$ cat src/rtl/hb_dt_pkg.sv
package hb_dt_pkg;

   typedef enum logic [1:0] {
      HB_IDLE = 2'd0,
      HB_HI   = 2'd1,
      HB_LO   = 2'd2
   } hb_state_e;

   localparam int unsigned HB_CH_HI = 0;
   localparam int unsigned HB_CH_LO = 1;
   localparam int unsigned HB_NCH   = 2;

endpackage

$ cat src/rtl/hb_cmd_filter.sv
module hb_cmd_filter #(
   parameter int unsigned FILT_CYC = 4,
   parameter logic        IDLE_LVL = 1'b1
) (
   input  logic clk,
   input  logic rst_n,
   input  logic raw,
   output logic level
);

   generate
      if (FILT_CYC <= 1) begin : g_reg
         always_ff @(posedge clk or negedge rst_n) begin
            if (!rst_n) level <= IDLE_LVL;
            else        level <= raw;
         end
      end else begin : g_cnt
         localparam int unsigned FW = $clog2(FILT_CYC);
         localparam logic [FW-1:0] LAST = FW'(FILT_CYC - 1);
         logic [FW-1:0] run;

         // a new level is accepted once it has been seen FILT_CYC times in a row
         always_ff @(posedge clk or negedge rst_n) begin
            if (!rst_n) begin
               level <= IDLE_LVL;
               run   <= '0;
            end else if (raw == level) begin
               run <= '0;
            end else if (run == LAST) begin
               level <= raw;
               run   <= '0;
            end else begin
               run <= run + 1'b1;
            end
         end
      end
   endgenerate

endmodule

$ cat src/rtl/hb_dt_sequencer.sv
module hb_dt_sequencer
   import hb_dt_pkg::*;
#(
   parameter int unsigned DT_SHORT = 7,
   parameter int unsigned DT_LONG  = 20
) (
   input  logic clk,
   input  logic rst_n,
   input  logic req_hi,
   input  logic req_lo,
   input  logic hi_block,
   input  logic halt,
   input  logic dt_long_sel,
   output logic hi_on,
   output logic lo_on
);

   localparam int unsigned CNT_W = $clog2(DT_LONG + 1);
   localparam logic [CNT_W-1:0] LOAD_SHORT = CNT_W'(DT_SHORT - 1);
   localparam logic [CNT_W-1:0] LOAD_LONG  = CNT_W'(DT_LONG - 1);

   hb_state_e      state;
   logic [CNT_W-1:0] dt_cnt;
   logic [CNT_W-1:0] dt_load;
   logic           want_hi;
   logic           want_lo;

   always_comb begin
      dt_load = dt_long_sel ? LOAD_LONG : LOAD_SHORT;
      // a double request counts as no request for either side
      want_hi = req_hi & ~req_lo & ~hi_block;
      want_lo = req_lo & ~req_hi;
   end

   always_ff @(posedge clk or negedge rst_n) begin
      if (!rst_n) begin
         state  <= HB_IDLE;
         dt_cnt <= LOAD_LONG;
      end else if (halt) begin
         state  <= HB_IDLE;
         dt_cnt <= dt_load;
      end else begin
         case (state)
            HB_HI: begin
               if (!want_hi) begin
                  state  <= HB_IDLE;
                  dt_cnt <= dt_load;
               end
            end
            HB_LO: begin
               if (!want_lo) begin
                  state  <= HB_IDLE;
                  dt_cnt <= dt_load;
               end
            end
            default: begin
               if (dt_cnt != '0)  dt_cnt <= dt_cnt - 1'b1;
               else if (want_hi)  state  <= HB_HI;
               else if (want_lo)  state  <= HB_LO;
            end
         endcase
      end
   end

   assign hi_on = (state == HB_HI);
   assign lo_on = (state == HB_LO);

endmodule

$ cat src/rtl/hb_deadtime_cond.sv
module hb_deadtime_cond
   import hb_dt_pkg::*;
#(
   parameter int unsigned FILT_CYC = 4,
   parameter int unsigned DT_SHORT = 7,
   parameter int unsigned DT_LONG  = 20
) (
   input  logic clk,
   input  logic rst_n,
   input  logic dt_long_sel,
   input  logic shutdown,
   input  logic hs_uv,
   input  logic vb_ovp,
   input  logic hi_cmd_n,
   input  logic lo_cmd_n,
   output logic hi_gate,
   output logic lo_gate,
   output logic boot_en
);

   generate
      if (FILT_CYC < 1) begin : g_bad_filt
         $error("hb_deadtime_cond: FILT_CYC must be at least 1");
      end
      if (DT_SHORT < 1 || DT_SHORT > DT_LONG) begin : g_bad_dt
         $error("hb_deadtime_cond: need 1 <= DT_SHORT <= DT_LONG");
      end
   endgenerate

   logic [HB_NCH-1:0] cmd_raw;
   logic [HB_NCH-1:0] cmd_flt;
   logic              hi_on;
   logic              lo_on;

   assign cmd_raw[HB_CH_HI] = hi_cmd_n;
   assign cmd_raw[HB_CH_LO] = lo_cmd_n;

   for (genvar ch = 0; ch < HB_NCH; ch++) begin : g_ch
      hb_cmd_filter #(
         .FILT_CYC (FILT_CYC),
         .IDLE_LVL (1'b1)
      ) u_flt (
         .clk   (clk),
         .rst_n (rst_n),
         .raw   (cmd_raw[ch]),
         .level (cmd_flt[ch])
      );
   end

   hb_dt_sequencer #(
      .DT_SHORT (DT_SHORT),
      .DT_LONG  (DT_LONG)
   ) u_seq (
      .clk         (clk),
      .rst_n       (rst_n),
      .req_hi      (~cmd_flt[HB_CH_HI]),
      .req_lo      (~cmd_flt[HB_CH_LO]),
      .hi_block    (hs_uv),
      .halt        (shutdown),
      .dt_long_sel (dt_long_sel),
      .hi_on       (hi_on),
      .lo_on       (lo_on)
   );

   // protective gating sits after the registers so it acts within the cycle
   assign hi_gate = hi_on & ~shutdown & ~hs_uv;
   assign lo_gate = lo_on & ~shutdown;
   assign boot_en = lo_gate & ~vb_ovp;

endmodule

$ cat config.mk
export PLATFORM = sky130hd
export DESIGN_NAME = hb_deadtime_cond
export DESIGN_NICKNAME = d
export VERILOG_FILES = /design/src/rtl/hb_dt_pkg.sv /design/src/rtl/hb_cmd_filter.sv /design/src/rtl/hb_dt_sequencer.sv /design/src/rtl/hb_deadtime_cond.sv
export SDC_FILE = /design/constraint.sdc
export NUM_CORES = 1
export LEC_CHECK = 0
export BUFFER_PORTS_ARGS = -buffer_cell sky130_fd_sc_hd__buf_2
export CAP_MARGIN = 20
export CORE_AREA = 10 10 52 54
export CTS_CLUSTER_SIZE = 12
export DETAILED_ROUTE_END_ITERATION = 8
export DIE_AREA = 0 0 62 64
export SYNTH_ARGS = -nofsm -noshare
export SYNTH_HDL_FRONTEND = slang
export SYNTH_HIERARCHICAL = 1
export SYNTH_SLANG_ARGS = --single-unit
$ cat constraint.sdc
create_clock -name clk -period 3.8 [get_ports clk]
set_input_delay 0.19 -clock clk [delete_from_list [all_inputs] [get_ports clk]]
set_output_delay 0.19 -clock clk [all_outputs]
set_load 0.005 [all_outputs]
Word level (Yosys, flattened, before mapping)
Cells that the tools add are included.

word-level totals
  register bits = 13
  bits in latches = 0
  RAM bits = 0
  memory bits (read-only) = 0
  bits of input ports = 8
  output and inout port bits = 3
  word-level logic and storage cells = 56
  memories kept = 0

cells by class
  add/subtract/negate cells = 3
  multiply operators = 0
  divide/modulo/power cells = 0
  magnitude comparators = 0
  eq/ne operators = 9
  shift-type cells = 0
  muxes and demuxes = 17
  bitwise logic cells = 14
  reduce and logical (&&, ||, !) cells = 7

operators with widths
  cell                                              count
  2-to-1 mux 5 bit                                  5
  2-to-1 mux 2 bit                                  10
  one-hot mux 5 bit (2 select lines)                1
  nonzero test 5 bit                                2
  bitwise AND 1 bit                                 7
  NOT 1 bit                                         7
  == test 2 bit, second input constant              3
  != test 3 bit, second input constant              2
  subtractor 5 x 1 -> 5 bit, second input constant  1
  adder 2 x 1 -> 2 bit, second input constant       2
  != test 4 bit, second input constant              1
  one-hot mux 2 bit (2 select lines)                1
  AND reduction 2 bit                               2
  AND reduction 4 bit                               1
  nonzero test 4 bit                                1
  AND reduction 3 bit                               1
  == test 1 bit                                     2
  == test 2 x 1 -> 1 bit, second input constant     1

Longest topological paths before layout
  depth after elaboration = 7
  depth in mapped cells = 7
  mapped depth without buffers = 6

Hierarchy
The synthesis kept the hierarchy.

by module, submodules not included
  module            times used  cells an instance  area an instance (sq um)  seq. area each (sq um)
  hb_dt_sequencer   1           54                 476.7                     178.9
  hb_cmd_filter     2           8                  125.1                     76.3
  hb_deadtime_cond  1           5                  28.8                      0.0

Least setup slack after synthesis
No wires, ideal clock.

  path type = register to register
  start = register u_seq.state[0]
  end = register u_seq.dt_cnt[2]
  setup time = 121 ps
  arrival time = 1,409 ps
  required time = 3,679 ps
  slack = 2,270 ps
  cell stages (with the launch flop) = 8
  buffers on the path = 1
  period minus slack after synthesis = 1,530 ps
  path through = dfrtp_1 inv_1 ha_1 nand2b_1 clkbuf_1 nor2_2 a21o_1 a22o_1

on the way
  cells in the longest elaborated chain, start to end = 3
  elaborated cells between the ends (all ways) = 8
  classes of those cells = 4 x eq/ne; 2 x mux; 2 x reduce/logical

ends and longest elaborated chain
  element                                                            RTL line               RTL
  from (decl)                                                        hb_dt_sequencer.sv:22  hb_state_e state;
  from (signal assigned)                                             hb_dt_sequencer.sv:37  state <= HB_IDLE;
  from (signal assigned)                                             hb_dt_sequencer.sv:40  state <= HB_IDLE;
  from (signal assigned)                                             hb_dt_sequencer.sv:46  state <= HB_IDLE;
  == test 2 bit or == test 2 x 1 -> 1 bit (tied branches)            hb_dt_sequencer.sv:43  case (state)
  != test 3 bit (no line), or another cell as far along              n/a
  AND reduction 3 bit (no line) or 2-to-1 mux 5 bit (tied branches)  n/a
  to (signal assigned)                                               hb_dt_sequencer.sv:41  dt_cnt <= dt_load;
  to (signal assigned)                                               hb_dt_sequencer.sv:47  dt_cnt <= dt_load;
  to (signal assigned)                                               hb_dt_sequencer.sv:53  dt_cnt <= dt_load;
  to (decl)                                                          hb_dt_sequencer.sv:23  logic [CNT_W-1:0] dt_cnt;

Parallel ways exist; a longest one is shown, timed or not.
A chain may end at the register's enable or synchronous reset.

Worst setup path in the final report
  start = register g_ch[1].u_flt.level
  end = register u_seq.dt_cnt[0]

on the way
  cells in the longest elaborated chain, start to end = 4
  elaborated cells between the ends (all ways) = 7
  classes of those cells = 2 x eq/ne; 4 x bitwise; 1 x reduce/logical

ends and longest elaborated chain
  element                                         RTL line                                       RTL
  from (decl)                                     hb_cmd_filter.sv:8                             output logic level
  from (signal assigned)                          hb_cmd_filter.sv:30                            level <= raw;
  bitwise AND 1 bit or NOT 1 bit (tied branches)  hb_dt_sequencer.sv:31, hb_deadtime_cond.sv:57
  bitwise AND 1 bit, on equally long branches     hb_dt_sequencer.sv:31, hb_dt_sequencer.sv:32
  != test 3 bit (no line)                         n/a
  AND reduction 3 bit (no line) *                 n/a

Mark *: on every way between the ends. The rest lies on a longest branch, timed or not.

==> summary.md <==
| Metric | Value |
|---|---|
| Pint | `297 uW` |
| Clk pwr share | `0.195` |
| DP Cell Count | `109` |
| Tmin final | `1.73 ns` |
| Fin. Hold Viols | `0` |
| Detailed placement HPWL | `1.14 mm` |
| VDD IR max | `324 uV` |
| Antenna Cells | `0` |
| Synthesized area per cell | `10.1 um^2` |
| Number of synthesized flops with an enable pin | `0` |
| Tot GR Track Use | `0.0828` |
| Period utilization | `0.456` |
| Synth cell types | `28` |
| # rows | `15` |
| Final core utilization | `0.509` |
| Data arrival, critical path | `1.94 ns` |
| Seq pwr share | `0.502` |
| Longest Clk Path Bufs | `2` |
| Area of the die | `3970 um^2` |
| Cell accounting for the most synthesized area | `dfrtp_1` |
| Sink Count | `13` |
| Area Growth Syn to Fin | `15.1%` |
| Total power draw | `439 uW` |
| Register area share after synthesis | `0.439` |
| First-pass GRT wire length | `2.51 mm` |
| Fin cells | `114` |
| Die W | `62 um` |
| Post-CTS setup buffer count | `0` |
| CP endpoint kind | `flip-flop` |
| Pwr/cell area | `slightly above 500 nW/um^2` |
| Crit path kind | `reg -> reg` |
| Number of vias per cell | `5.04` |
| Post-synth ARST share | `1.00` |
| I/O Buffers | `10` |
| Top FF cell, synth | `dfrtp_1` |
| Final Max Slew Viols | `0` |
| Setup Viol. Count Final | `0` |
| Drt first pass iters | `4` |
| Clock latency on the worst-skew pair | `0.27 ns` |
| Filler instances | `~160` |
| Post-Synthesis Cell Area | `756 um^2` |
| Synth Register Bits | `13` |
| Worst Hold Class | `in -> reg` |
| 1st-iter DRT viols | `9` |
| Routed Antenna Nets | `0` |
| Slew Limit Headroom | `0.677` |
| Vias in the first global route | `575` |
| Mapped Cells | `75` |
| Drt drc | `0` |
| Die height | `64 um` |
| Final wirelength | `1.41 mm` |
| Via count | `approximately 580` |
| Boundary Pins | `11` |
| RePlAce Congestion | `between 0.8 and 0.9` |
| Combinational share of power | `0.303` |
| Outcome | `finished, final reports clean` |
| Initial core utilization | `0.442` |
| RSZ-0062 raised after global routing | `false` |
| CTS Root Buffer Type | `clkbuf_4` |
| Largest net degree at the start of global routing | `14` |
| Clk_skew | `roughly 0.0023 ns` |
| CTS tree | `done` |
| Worst Path Max Fanout | `7` |
| Antenna violations before repair | `0` |
| Top cells by area, synth | `dfrtp_1 26%, dfstp_2 17%, ha_1 8.3%` |
| Final net count | `103` |
| Leak Pwr | `0.398 nW` |
| H-tree Lvls | `1` |
| Most instantiated cells after synthesis | `8 x dfrtp_1, 8 x inv_1, 8 x o21ai_0` |
| Fmax | `0.577 GHz` |
| CTS Buf Count | `3` |
| Sw frac | `0.323` |
| Worst-Margin Slew | `0.484 ns` |
| Final global-route overflow total | `0` |
| Share of cells above drive strength 1 | `0.292` |
| Syn. warnings | `6` |
| Setup TNS | `0 ns` |
| Mapped Nets | `88` |
| Clock slew at reported path FFs | `0.08 ns` |
| Routed len/inst | `12.4 um` |
| Core ar. | `roughly 1700 um^2` |
| Synth top area share | `0.265` |
| Worst Setup Start Kind | `flip-flop` |
| Worst EP required | `4.01 ns` |
| Net Sw Power | `~140 uW` |
| Max cap viols | `0` |
==> logic make-up (layout without fill, tap and decap cells) <==
family,Yosys count,in the layout,synth area share
flip-flops,13,13,0.439
XOR/XNOR,2,2,0.0232
buffers and inverters,9,23,0.0447
adder cells (fa/ha/maj),5,5,0.0828
multiplexers,2,2,0.0298
AO/OA/AOI/OAI,18,18,0.142
AND/OR/NAND/NOR,26,26,0.238
==> final timing paths <==
| check | depth (start not counted) | endpoint | start | slack, ns |
|---|---|---|---|---|
| min in group asynchronous | 2 | u_seq/state[0]$_DFFE_PN0P_ | rst_n | 0.31 |
| worst max-delay path | 5 | u_seq/dt_cnt[0]$_DFFE_PN1P_ | g_ch[1].u_flt/level$_DFFE_PN1P_ | 2.07 |
| worst min-delay path | 3 | u_seq/dt_cnt[4]$_DFFE_PN1P_ | dt_long_sel | 0.12 |
| max in group asynchronous | 2 | u_seq/dt_cnt[4]$_DFFE_PN1P_ | rst_n | 3.21 |
| worst min register to register | 1 | g_ch[1].u_flt/g_cnt.run[0]$_DFF_PN0_ | g_ch[1].u_flt/g_cnt.run[0]$_DFF_PN0_ | 0.45 |
| worst max register to register | 5 | u_seq/dt_cnt[0]$_DFFE_PN1P_ | g_ch[1].u_flt/level$_DFFE_PN1P_ | 2.07 |
==> sequential cells by signal, summed over array words and instances, names as in the netlist <==
name                  count
g_ch.u_flt/level          2
g_ch.u_flt/g_cnt.run      4
u_seq/state               2
u_seq/dt_cnt              5
==> power groups by stage <==
stage	sequential [mW]	clock [mW]	combinational, mW
floorplan	0.215	0	0.107
global placement	0.221	0	0.132
detailed placement	0.224	0	0.134
CTS	0.221	0.0920	0.136
global route	0.225	0.0955	0.160
finish	0.220	0.0858	0.133
==> worst max-delay path: stages, from the launching register on <==
cell and delay [ns]:
dfstp_2 0.56, inv_1 0.09, nand4bb_1 0.21, a21oi_1 0.44, nor2_1 0.14, o22a_1 0.22
==> routing by layer <==
layer,global-route usage,routed length (um)
met1,0.0860,595
met2,0.135,685
met3,0.0296,120
met4,0.0531,13
met5,0,0
==> metrics by stage <==
| step | hold slack [ns] | setup WS, ns | instance area, um^2 |
|---|---|---|---|
| floorplan | -0.106 | 2.27 | 756 |
| global placement | 0.0919 | 2.06 | 833 |
| detailed placement | 0.0934 | 2.08 | 833 |
| CTS | 0.113 | 2.06 | 870 |
| global route | 0.123 | 1.90 | 870 |
| finish | 0.124 | 2.07 | 870 |
==> what timing repair did <==
action / CTS / global route
hold buffers: 1 / 0
resized for setup: 0 / 0
endpoints found under the hold margin: 8 / 0
==> placed cells by master (no fill, tap or decap), types with 2 or more instances in the layout <==
cell | netlist | final
buf_2 | 0 | 10
inv_1 | 8 | 8
dfrtp_1 | 8 | 8
o21ai_0 | 8 | 8
ha_1 | 5 | 5
dfstp_2 | 5 | 5
nor2b_1 | 4 | 4
nand2_1 | 4 | 4
clkbuf_4 | 0 | 3
nor2_1 | 3 | 3
a21oi_1 | 3 | 3
nand3_1 | 3 | 3
nor3b_1 | 2 | 2
xnor2_1 | 2 | 2
nor3_2 | 2 | 2
mux2_2 | 2 | 2
a21o_1 | 2 | 2
a31oi_1 | 2 | 2
==> layout make-up <==
class                           count  area [um^2]  share of cell area
Multi-Input combinational cell     53          390               0.449
Inverter                            8         30.0              0.0345
Tap cell                           25         31.3              0.0360
Sequential cell                    13          332               0.381
Timing Repair Buffer               11         60.1              0.0691
Clock buffer                        4         26.3              0.0302
No activity file was read; power rests on OpenSTA's default activity.
